==> config.mk <==
export PLATFORM = sky130hd
export DESIGN_NAME = dp_ctrlstat
export DESIGN_NICKNAME = d
export VERILOG_FILES = /design/src/rtl/dp_ctrlstat_pkg.sv /design/src/rtl/dp_sticky_bit.sv /design/src/rtl/dp_cfg_field.sv /design/src/rtl/dp_ctrlstat.sv
export SDC_FILE = /design/constraint.sdc
export NUM_CORES = 1
export LEC_CHECK = 0
export ABC_AREA = 1
export BUFFER_PORTS_ARGS = -buffer_cell sky130_fd_sc_hd__buf_2
export CAP_MARGIN = 10
export CORE_UTILIZATION = 33
export DETAILED_ROUTE_END_ITERATION = 10
export PLACE_DENSITY = 0.82
export SLEW_MARGIN = 20
export SYNTH_ARGS = -nofsm -noshare
export SYNTH_HDL_FRONTEND = slang
export SYNTH_HIERARCHICAL = 1
export SYNTH_SLANG_ARGS = --single-unit
==> constraint.sdc <==
create_clock -name clk_i -period 1.65 [get_ports clk_i]
set_input_delay 0.165 -clock clk_i [delete_from_list [all_inputs] [get_ports clk_i]]
set_output_delay 0.165 -clock clk_i [all_outputs]
set_load 0.01 [all_outputs]
==> src/rtl/dp_ctrlstat_pkg.sv <==
package dp_ctrlstat_pkg;
  localparam int unsigned MASK_LSB   = 8;
  localparam int unsigned MASK_W     = 4;
  localparam int unsigned WDERR_BIT  = 7;
  localparam int unsigned RDOK_BIT   = 6;
  localparam int unsigned STKERR_BIT = 5;
  localparam int unsigned STKCMP_BIT = 4;
  localparam int unsigned TRN_LSB    = 2;
  localparam int unsigned TRN_W      = 2;
  localparam int unsigned USED_W     = MASK_LSB + MASK_W;

  typedef enum logic {
    FLAV_JTAG  = 1'b0,
    FLAV_SWIRE = 1'b1
  } dp_flavor_e;
endpackage

==> src/rtl/dp_sticky_bit.sv <==
module dp_sticky_bit (
  input  logic clk_i,
  input  logic rst_ni,
  input  logic set_i,
  input  logic clr_i,
  output logic q_o
);
  logic q_q;

  always_ff @(posedge clk_i or negedge rst_ni) begin
    if (!rst_ni)    q_q <= 1'b0;
    else if (set_i) q_q <= 1'b1;  // set has priority over clear
    else if (clr_i) q_q <= 1'b0;
  end

  assign q_o = q_q;

  AST_SET_WINS: assert property (@(posedge clk_i) disable iff (!rst_ni)
    set_i |=> q_o) else $error("set lost");
  AST_CLR_TAKES: assert property (@(posedge clk_i) disable iff (!rst_ni)
    (clr_i && !set_i) |=> !q_o) else $error("clear lost");
  AST_STICKY_HOLD: assert property (@(posedge clk_i) disable iff (!rst_ni)
    (!set_i && !clr_i) |=> $stable(q_o)) else $error("flag moved");
endmodule

==> src/rtl/dp_cfg_field.sv <==
module dp_cfg_field #(
  parameter int unsigned W = 2
) (
  input  logic         clk_i,
  input  logic         rst_ni,
  input  logic         we_i,
  input  logic [W-1:0] d_i,
  output logic [W-1:0] q_o
);
  logic [W-1:0] q_q;

  // Architecturally undefined after reset; cleared here for deterministic simulation.
  always_ff @(posedge clk_i or negedge rst_ni) begin
    if (!rst_ni)   q_q <= '0;
    else if (we_i) q_q <= d_i;
  end

  assign q_o = q_q;

  AST_CFG_HOLD: assert property (@(posedge clk_i) disable iff (!rst_ni)
    !we_i |=> $stable(q_o)) else $error("cfg moved");
  AST_CFG_LOAD: assert property (@(posedge clk_i) disable iff (!rst_ni)
    we_i |=> (q_o == $past(d_i))) else $error("cfg not loaded");
endmodule

==> src/rtl/dp_ctrlstat.sv <==
module dp_ctrlstat
  import dp_ctrlstat_pkg::*;
#(
  parameter dp_flavor_e  FLAVOR = FLAV_JTAG,
  parameter int unsigned DATA_W = 32
) (
  input  logic              clk_i,
  input  logic              rst_ni,
  input  logic              reg_we_i,
  input  logic [DATA_W-1:0] reg_wdata_i,
  output logic [DATA_W-1:0] reg_rdata_o,
  input  logic              wr_data_err_i,
  input  logic              wr_drop_i,
  input  logic              rd_done_i,
  input  logic              rd_ok_i,
  input  logic              ap_err_i,
  input  logic              cmp_match_i,
  input  logic              abt_wderr_clr_i,
  input  logic              abt_stkerr_clr_i,
  input  logic              abt_stkcmp_clr_i
);
  logic [MASK_W-1:0] mask_q;
  logic [TRN_W-1:0]  trn_q;
  logic              wderr_q, rdok_q, stkerr_q, stkcmp_q;
  logic              stkerr_clr, stkcmp_clr;
  logic              unused_in;

  dp_cfg_field #(.W(MASK_W)) u_mask (
    .clk_i (clk_i), .rst_ni (rst_ni), .we_i (reg_we_i),
    .d_i   (reg_wdata_i[MASK_LSB +: MASK_W]), .q_o (mask_q)
  );

  dp_cfg_field #(.W(TRN_W)) u_trn (
    .clk_i (clk_i), .rst_ni (rst_ni), .we_i (reg_we_i),
    .d_i   (reg_wdata_i[TRN_LSB +: TRN_W]), .q_o (trn_q)
  );

  dp_sticky_bit u_wderr (
    .clk_i (clk_i), .rst_ni (rst_ni),
    .set_i (wr_data_err_i | wr_drop_i), .clr_i (abt_wderr_clr_i), .q_o (wderr_q)
  );

  // Clear path for the two sticky flags depends on port flavour
  generate
    if (FLAVOR == FLAV_JTAG) begin : g_w1c
      assign stkerr_clr = reg_we_i & reg_wdata_i[STKERR_BIT];
      assign stkcmp_clr = reg_we_i & reg_wdata_i[STKCMP_BIT];
      assign unused_in  = ^{abt_stkerr_clr_i, abt_stkcmp_clr_i, reg_wdata_i[WDERR_BIT],
                            reg_wdata_i[RDOK_BIT], reg_wdata_i[TRN_LSB-1:0],
                            reg_wdata_i[DATA_W-1:USED_W]};

      AST_JTAG_ABT_IGNORED: assert property (@(posedge clk_i) disable iff (!rst_ni)
        (abt_stkerr_clr_i && !ap_err_i && !(reg_we_i && reg_wdata_i[STKERR_BIT]))
          |=> $stable(reg_rdata_o[STKERR_BIT])) else $error("abort cleared w1c flag");
    end else begin : g_abort
      assign stkerr_clr = abt_stkerr_clr_i;
      assign stkcmp_clr = abt_stkcmp_clr_i;
      assign unused_in  = ^{reg_wdata_i[WDERR_BIT:STKCMP_BIT], reg_wdata_i[TRN_LSB-1:0],
                            reg_wdata_i[DATA_W-1:USED_W]};

      AST_SW_REG_IGNORED: assert property (@(posedge clk_i) disable iff (!rst_ni)
        (reg_we_i && !ap_err_i && !abt_stkerr_clr_i && !cmp_match_i && !abt_stkcmp_clr_i)
          |=> ($stable(reg_rdata_o[STKERR_BIT]) && $stable(reg_rdata_o[STKCMP_BIT])))
        else $error("write touched flag");
    end
  endgenerate

  dp_sticky_bit u_stkerr (
    .clk_i (clk_i), .rst_ni (rst_ni),
    .set_i (ap_err_i), .clr_i (stkerr_clr), .q_o (stkerr_q)
  );

  dp_sticky_bit u_stkcmp (
    .clk_i (clk_i), .rst_ni (rst_ni),
    .set_i (cmp_match_i), .clr_i (stkcmp_clr), .q_o (stkcmp_q)
  );

  // Read-status flag tracks the last read response
  always_ff @(posedge clk_i or negedge rst_ni) begin
    if (!rst_ni)        rdok_q <= 1'b0;
    else if (rd_done_i) rdok_q <= rd_ok_i;
  end

  always_comb begin
    reg_rdata_o                       = '0;
    reg_rdata_o[MASK_LSB +: MASK_W]   = mask_q;
    reg_rdata_o[WDERR_BIT]            = wderr_q;
    reg_rdata_o[RDOK_BIT]             = rdok_q;
    reg_rdata_o[STKERR_BIT]           = stkerr_q;
    reg_rdata_o[STKCMP_BIT]           = stkcmp_q;
    reg_rdata_o[TRN_LSB +: TRN_W]     = trn_q;
  end

  AST_UNUSED_ZERO: assert property (@(posedge clk_i) disable iff (!rst_ni)
    (reg_rdata_o[DATA_W-1:USED_W] == '0) && (reg_rdata_o[TRN_LSB-1:0] == '0))
    else $error("unused bits nonzero");
  AST_WDERR_REG_IGNORED: assert property (@(posedge clk_i) disable iff (!rst_ni)
    (reg_we_i && !wr_data_err_i && !wr_drop_i && !abt_wderr_clr_i)
      |=> $stable(reg_rdata_o[WDERR_BIT])) else $error("write touched wderr");
  AST_RDOK_TRACK: assert property (@(posedge clk_i) disable iff (!rst_ni)
    rd_done_i |=> (reg_rdata_o[RDOK_BIT] == $past(rd_ok_i))) else $error("rdok wrong");
  AST_RDOK_HOLD: assert property (@(posedge clk_i) disable iff (!rst_ni)
    !rd_done_i |=> $stable(reg_rdata_o[RDOK_BIT])) else $error("rdok moved");
  AST_WDERR_SET: assert property (@(posedge clk_i) disable iff (!rst_ni)
    (wr_data_err_i || wr_drop_i) |=> reg_rdata_o[WDERR_BIT]) else $error("wderr not set");
endmodule

; ---- Yosys cells after proc, flatten, opt, wreduce, memory -nomap -nowiden
; Index checks and enable logic that the tools add are counted.
[totals]
word_cells = 18
reg_bits = 10
[op_classes]
n_bitwise = 3
reduce_logical = 3
muxes = 6
[ops]
columns = operator, n
row1 = 1-bit two-way mux, 6
row2 = 2-bit nonzero test, 3
row3 = 1-bit AND, 2
row4 = 1-bit bitwise OR, 1

; ---- Logic depth before layout (Yosys ltp)
; Gate-level depths: netlist (run 1).
[depth]
word_depth = 3
mapped_depth = 5

; ---- Cells and area by module
; Netlist (run 1), hierarchy kept.
[by_module_without_submodules]
columns = mod, cells_per_inst, area_per_inst_um2, instances
row1 = dp_ctrlstat, 37, 260.2, 1
row2 = dp_cfg_field at u_mask, 17, 148.9, 1
row3 = dp_sticky_bit, 5, 40.0, 3
row4 = dp_cfg_field at u_trn, 9, 76.3, 1

; ---- Worst setup path after synthesis (run 1)
; OpenSTA, ideal clock, no wires.
[synth_path]
path_kind = register to output
start = register u_stkcmp.q_q (netlist: u_stkcmp/q_o)
end = output port reg_rdata_o[4]
arrival_ps = 486
n_path_buf = 1
setup_slack_ps = 999
stages_incl_launch_ff = 2
t_required_ps = 1485
cell_sequence = dfrtp_1 -> buf_4
[synth_lines]
columns = item, line_no
row1 = "start, declared", dp_sticky_bit.sv:8  ; logic q_q;
row2 = "start signal, assigned", dp_sticky_bit.sv:11  ; if (!rst_ni) q_q <= 1'b0;
row3 = "start signal, assigned", dp_sticky_bit.sv:12  ; else if (set_i) q_q <= 1'b1;
row4 = "start signal, assigned", dp_sticky_bit.sv:13  ; else if (clr_i) q_q <= 1'b0;
row5 = "end, declared", dp_ctrlstat.sv:11  ; output logic [DATA_W-1:0] reg_rdata_o,
; No word-level cell between the ends.

; ---- Worst setup path in the final report (run 1)
[layout_path]
start = register u_mask.q_q[0] (netlist: u_mask/q_o[0])
end = output port reg_rdata_o[8]
[layout_lines]
columns = item, line_no
row1 = "start, declared", dp_cfg_field.sv:10  ; logic [W-1:0] q_q;
row2 = "start signal, assigned", dp_cfg_field.sv:15  ; else if (we_i) q_q <= d_i;
; No word-level cell between the ends.

==> out/metrics.yaml, run 1 <==
detailed_routing:
  drc_errors: 0
  antenna_left: 0
  routed_wirelength_um: 906
  viasPerCell: 3.37
  wl_per_cell_um: 6.97
  dr.pass1.iters: 2
  drt_iter0_drc: 6
  vias: 438
yosys:
  yosysWarnings: 6
  ys_types: 7
  synth_area_per_cell_um2: 7.76
  synth_largest_area_cell: "dfrtp_1"
  synthCells: 78
  syn-cell-area_um2: 606
  synth_seq_cells: 10
  synth_top_area_share_pct: 41.3
  ys_top_cells_by_area: "dfrtp_1 (41%), buf_4 (32%), nand2_1 (18%), inv_1 (6.2%), or2_1 (1.0%)"
  yosysSeqAreaShare_pct: 41.3
power_and_ir_drop:
  power.switching_uw: 161
  power.internal_uw: 439
  peakVddDrop_mv: 0.289
  cellLeakagePower_nw: 0.462
  p_total_uw: 600
  p_per_area_nw_per_um2: 855
  seqPwrFrac_pct: 45.6
  netSwitchingFraction_pct: 26.9
  share_comb_of_total_power_pct: 18.0
  clkPwrFrac_pct: 36.4
worst_setup_path:
  max_stage_delay_ns: 0.38
  startpoint_type: "flip-flop"
  critPathCaptureType: "output pin"
  crit_type: "reg2out"
  worstPathCellList: "buf_2"
  slowest_stage: "dfrtp_1"
  crit_family: "flip-flops"
  arrival_ns: 0.79
  crit_required_ns: 1.48
  cp_max_fo: 2
  crit_buf_inv: 1
sta:
  rsz0062_at_grt: "false"
  finalHoldViolCount: 0
  fin_crit_sh_pct: 57.6
  fin_tns_setup_ns: 0
  fmax_ghz: 1.05
  finalCriticalPeriod_ns: 0.951
  setup_viol: 0
  slew_violations: 0
  fin_skew_ns: 0
cts:
  cts_tree: "yes"
  ctsResizeCount: 0
  worstSkewPairLatency_ns: 0.26
  cts-buffers-inserted: 3
  htree_levels: 1
  clock_path_buffers: 2
  numClockSinks: 10
  post-cts-setup-buffers: 0
  cts.clk_slew.worst_paths_ns: 0.07
  root_buffer: "clkbuf_4"
  ctsHoldBuffers: 1
global_route:
  grt_pass1_vias: 364
  grt_max_degree: 11
  gr-total-overflow: 0
  antenna_found_initial: 0
  grt_use_total_pct: 9.93
  grt_pass1_wl_um: 1370
hold_path:
  hp-class: "in2reg"
floorplanning:
  fp.dieH_um: 44.8
  core.rowCount: 15
  die_area_um2: 2010
  die-width_um: 44.8
  num_io_pins: 76
  core_area_um2: 1730
  initial_utilization_pct: 35.1
placement:
  portBuffers: 27
  hpwl_um: 761
  post_dp_cell_area_um2: 656
  dp_cells: 125
  place.gp.congestion: 0.622
flow_run:
  cap_violations: 0
finish:
  seqCellArea_um2: 250
  layoutNonFillerInstCount: 130
  layout-drive-gt1-share_pct: 30.5
  antennaDiodeCount: 0
  final_area_um2: 702
  final_common_cell: "nand2_1"
  multi_input_area_um2: 198
  area_delta_synth_final_pct: 15.9
  nFillCells: 190
  final_nets: 150
  layout_common_cells: "nand2_1 (29), buf_2 (27), conb_1 (22)"
status:
  status: "finished, final reports clean"
## stage by stage
stage                     setup WS [ns]  hold WS, ns  utilization [%]
final                             0.699       0.0807             40.7
after global routing              0.657       0.0783             40.7
after CTS                         0.686       0.0720             40.7
after detailed placement          0.921       0.0401             38.0
after global placement            0.939       0.0338             38.0
after floorplan                   0.999       -0.131                -
## cells in the mapped netlist
library cell  count
inv_2             1
conb_1            1
nand2_1          29
buf_4            26
dfrtp_1          10
inv_1            10
or2_1             1
## path summary, 6_finish.rpt
check	startpoint	end	slack (ns)	cells after the start
setup / recovery	u_mask/q_o[0]$_DFFE_PN0P_	reg_rdata_o[8]	0.70	1
min in group asynchronous	rst_ni	u_mask/q_o[1]$_DFFE_PN0P_	0.31	2
hold / removal	ap_err_i	u_stkerr/q_o$_DFFE_PN0P_	0.08	3
setup reg to reg	u_mask/q_o[0]$_DFFE_PN0P_	u_mask/q_o[0]$_DFFE_PN0P_	1.05	2
max in group asynchronous	rst_ni	rdok_q$_DFFE_PN0P_	1.15	2
hold reg to reg	u_stkerr/q_o$_DFFE_PN0P_	u_stkerr/q_o$_DFFE_PN0P_	0.47	2
## final cells by class
class                      count  area share, %
timing repair buffer          28           20.7
inverter                      11           5.88
clock buffer                   4           5.17
tap                           25           4.46
sequential                    10           35.7
multi-input combinational     52           28.2
## logic make-up after synthesis
kind of cell / Yosys count / share of synthesized area [%]
flip-flops: 10 / 41.3
buffers and inverters: 37 / 39.1
AND/OR/NAND/NOR: 30 / 19.0
other: 1 / 0.619
## layer usage
layer  routed length [um]  part of all wire, %  global-route usage [%]  up-vias
met5                    0                    0                       0        -
met4                    0                    0                    3.64        0
met3                   82                  9.1                    4.80        0
met2                  457                   50                    17.6       23
met1                  365                   40                    10.1      187
li1                     -                    -                       -      228
## state kept, by name, summed over array words and instances (netlist names)
name / cells
rdok_q: 1
u_mask/q_o: 4
u_stkcmp/q_o: 1
u_stkerr/q_o: 1
u_trn/q_o: 2
u_wderr/q_o: 1
## power by group through the flow
stage | Sequential, mW | Combinational (mW) | Clock [mW]
global route | 0.276 | 0.124 | 0.238
CTS | 0.274 | 0.110 | 0.230
floorplan | 0.285 | 0.0979 | 0
detailed placement | 0.279 | 0.108 | 0
finish | 0.274 | 0.108 | 0.218
global placement | 0.277 | 0.105 | 0
Power figures use the tool's default switching activity.
==> inputs of run 2 (changes only) <==
--- a/config.mk
+++ b/config.mk
@@ -8,9 +8,9 @@
 export ABC_AREA = 1
 export BUFFER_PORTS_ARGS = -buffer_cell sky130_fd_sc_hd__buf_2
 export CAP_MARGIN = 10
-export CORE_UTILIZATION = 33
+export CORE_UTILIZATION = 28
 export DETAILED_ROUTE_END_ITERATION = 10
-export PLACE_DENSITY = 0.82
+export PLACE_DENSITY = 0.74
 export SLEW_MARGIN = 20
 export SYNTH_ARGS = -nofsm -noshare
 export SYNTH_HDL_FRONTEND = slang
==> constraint.sdc (replaced) <==
create_clock -name clk_i -period 0.83 [get_ports clk_i]
set_input_delay 0.083 -clock clk_i [delete_from_list [all_inputs] [get_ports clk_i]]
set_output_delay 0.083 -clock clk_i [all_outputs]
set_load 0.01 [all_outputs]
==> run 2 against run 1 <==
  * The flow now finishes with violations (setup timing)
  * Clock skew did not move
  * Non-clock buffer count grew 7
  * Register-to-register slack got worse by 0.93 ns
  * Clock power rose by 100%
==> out/metrics.yaml, run 2 (synthesis gave the netlist of run 1 again) <==
sta:
  fin_skew_ns: 0  # unchanged
  fmax_ghz: 1.15
  setup_slack_ns: -0.0405  # was 0.699 ns
  rsz0062_at_grt: "true"  # was false
  finalCriticalPeriod_ns: 0.871
  setup_viol: 10  # was 0
  fin_crit_sh_pct: 105
  slew_violations: 0  # unchanged
  finalHoldViolCount: 0  # unchanged
power_and_ir_drop:
  share_comb_of_total_power_pct: 20.3  # was 18.0%
  power.internal_uw: 901  # was 439 uW
  seqPwrFrac_pct: 44.1  # was 45.6%
  peakVddDrop_mv: 1.39  # was 0.289 mV
  cellLeakagePower_nw: 0.494  # was 0.462 nW
  clkPwrFrac_pct: 35.6  # was 36.4%
  p_per_area_nw_per_um2: 1620  # was 855 nW/um2
  power.switching_uw: 333  # was 161 uW
  netSwitchingFraction_pct: 27.0  # was 26.9%
  p_total_mw: 1.23  # was 600 uW
worst_setup_path:
  slowest_stage: "dfrtp_1"  # unchanged
  crit_type: "reg2out"  # unchanged
  r2r_end: "u_mask/q_o[3]$_DFFE_PN0P_"  # was u_mask/q_o[0]$_DFFE_PN0P_
  r2r-start: "u_mask/q_o[3]$_DFFE_PN0P_"  # was u_mask/q_o[0]$_DFFE_PN0P_
  crit_buf_inv: 1  # unchanged
  reg2reg_depth: 3  # was 2
  critPathCaptureType: "output pin"  # unchanged
  worstPathCellList: "buf_2"  # unchanged
  crit_family: "flip-flops"  # unchanged
  cp_max_fo: 2  # unchanged
  crit_required_ns: 0.75  # was 1.48 ns
  startpoint_type: "flip-flop"  # unchanged
  r2r_slack_ns: 0.12  # was 1.05 ns
  max_stage_delay_ns: 0.38  # about the same
  arrival_ns: 0.79  # about the same
cts:
  ctsResizeCount: 0  # unchanged
  numClockSinks: 10  # unchanged
  cts_tree: "yes"  # unchanged
  htree_levels: 1  # unchanged
  cts.clk_slew.worst_paths_ns: 0.07  # about the same
  cts-buffers-inserted: 3  # unchanged
  root_buffer: "clkbuf_4"  # unchanged
  clock_path_buffers: 2  # unchanged
  worstSkewPairLatency_ns: 0.27  # was 0.26 ns
finish:
  final_common_cell: "nand2_1"  # unchanged
  layout_common_cells: "nand2_1 (29), buf_2 (27), conb_1 (22)"  # unchanged
  largest_reg_flops: 4  # unchanged
  area_delta_synth_final_pct: 25.8  # was 15.9%
  final_area_um2: 762  # was 702 um2
  final_nets: 157  # was 150
  antennaDiodeCount: 0  # unchanged
  layout-drive-gt1-share_pct: 33.0  # was 30.5%
  layoutNonFillerInstCount: 139  # was 130
global_route:
  grt_max_degree: 11  # unchanged
  antenna_found_initial: 0  # unchanged
  gr-total-overflow: 0  # unchanged
  grt_pass1_wl_um: 1680  # was 1370 um
  grt_use_total_pct: 9.60  # was 9.93%
  grt_pass1_vias: 407  # was 364
floorplanning:
  num_io_pins: 76  # unchanged
  core.rowCount: 16  # was 15
  fp.dieH_um: 48.5  # was 44.8 um
  initial_utilization_pct: 30.3  # was 35.1%
  core_area_um2: 2000  # was 1730 um2
  die_area_um2: 2350  # was 2010 um2
  die-width_um: 48.5  # was 44.8 um
hold_path:
  holdPathEnd: "u_trn/q_o[0]$_DFFE_PN0P_"  # was u_stkerr/q_o$_DFFE_PN0P_
  min_from: "reg_wdata_i[2]"  # was ap_err_i
  hold_depth: 3  # unchanged
  hp-class: "in2reg"  # unchanged
detailed_routing:
  drc_errors: 0  # unchanged
  drt_iter0_drc: 2  # was 6
  vias: 474  # was 438
  antenna_left: 0  # unchanged
  viasPerCell: 3.41  # was 3.37
  routed_wirelength_um: 1010  # was 906 um
  dr.pass1.iters: 3  # was 2
  wl_per_cell_um: 7.23  # was 6.97 um
placement:
  place.gp.congestion: 0.588  # was 0.622
  portBuffers: 27  # unchanged
  post_dp_cell_area_um2: 658  # was 656 um2
  hpwl_um: 794  # was 761 um
  place_ws_ns: 0.172  # was 0.921 ns
  dp_cells: 127  # was 125
flow_run:
  cap_violations: 0  # unchanged
status:
  status: "complete, but fails checks"  # was finished, final reports clean
  failed_checks: "setup timing"
==> run 2: cell types whose count changed in the layout (fill, tap and decap cells not counted) <==
| cell | delta |
|---|---|
| dlygate4sd3_1 | +2 |
| buf_4 | +5 |
==> run 2: power by group through the flow <==
stage / logic, mW / registers, mW / clock network, mW
floorplan: 0.195 / 0.566 / 0
global placement: 0.210 / 0.552 / 0
detailed placement: 0.215 / 0.555 / 0
CTS: 0.231 / 0.545 / 0.465
global route: 0.285 / 0.550 / 0.505
finish: 0.250 / 0.544 / 0.440
==> run 2: routing by layer <==
layer  vias up  track usage, %  part of all wire (%)
met2        28            16.4                    50
li1        242               -                     -
met5         -               0                     0
met4         0            1.47                     0
met3         0            5.97                   9.7
met1       204            10.2                    40
==> run 2: layout make-up <==
cell class	instances	area (um2)
Tap cell	27	33.8
Multi-Input combinational cell	52	198
Sequential cell	10	250
Timing Repair Buffer	35	203
Inverter	11	41.3
Clock buffer	4	36.3
Fill cell	226	1240
==> run 2: how the worst max path moves through the flow <==
stage	from	end	depth (start not counted)
3_3_place_gp	reg_we_i	u_stkcmp/q_o$_DFFE_PN0P_	6
5_1_grt	u_wderr/q_o$_DFFE_PN0P_	reg_rdata_o[7]	1
3_5_place_dp	reg_we_i	u_stkcmp/q_o$_DFFE_PN0P_	6
2_1_floorplan	u_mask/q_o[0]$_DFFE_PN0P_	u_mask/q_o[0]$_DFFE_PN0P_	2
4_1_cts	u_wderr/q_o$_DFFE_PN0P_	reg_rdata_o[7]	1
6_report	u_mask/q_o[3]$_DFFE_PN0P_	reg_rdata_o[11]	1
==> run 2: repair_timing <==
item | in CTS | in global routing
setup endpoints to repair | 10 | 10
setup buffers | 1 | 4
endpoints found under the hold margin | 12 | 0
hold buffers | 3 | 0
==> run 2: metrics by stage <==
step	utilization (%)	setup TNS, ns	hold WS (ns)
6_report	38.1	-0.328	0.0149
5_1_grt	38.1	-0.858	0.000775
4_1_cts	36.6	-0.507	0.00728
3_5_place_dp	32.9	0	-0.0405
3_3_place_gp	32.9	0	-0.0420
2_1_floorplan	-	0	-0.213
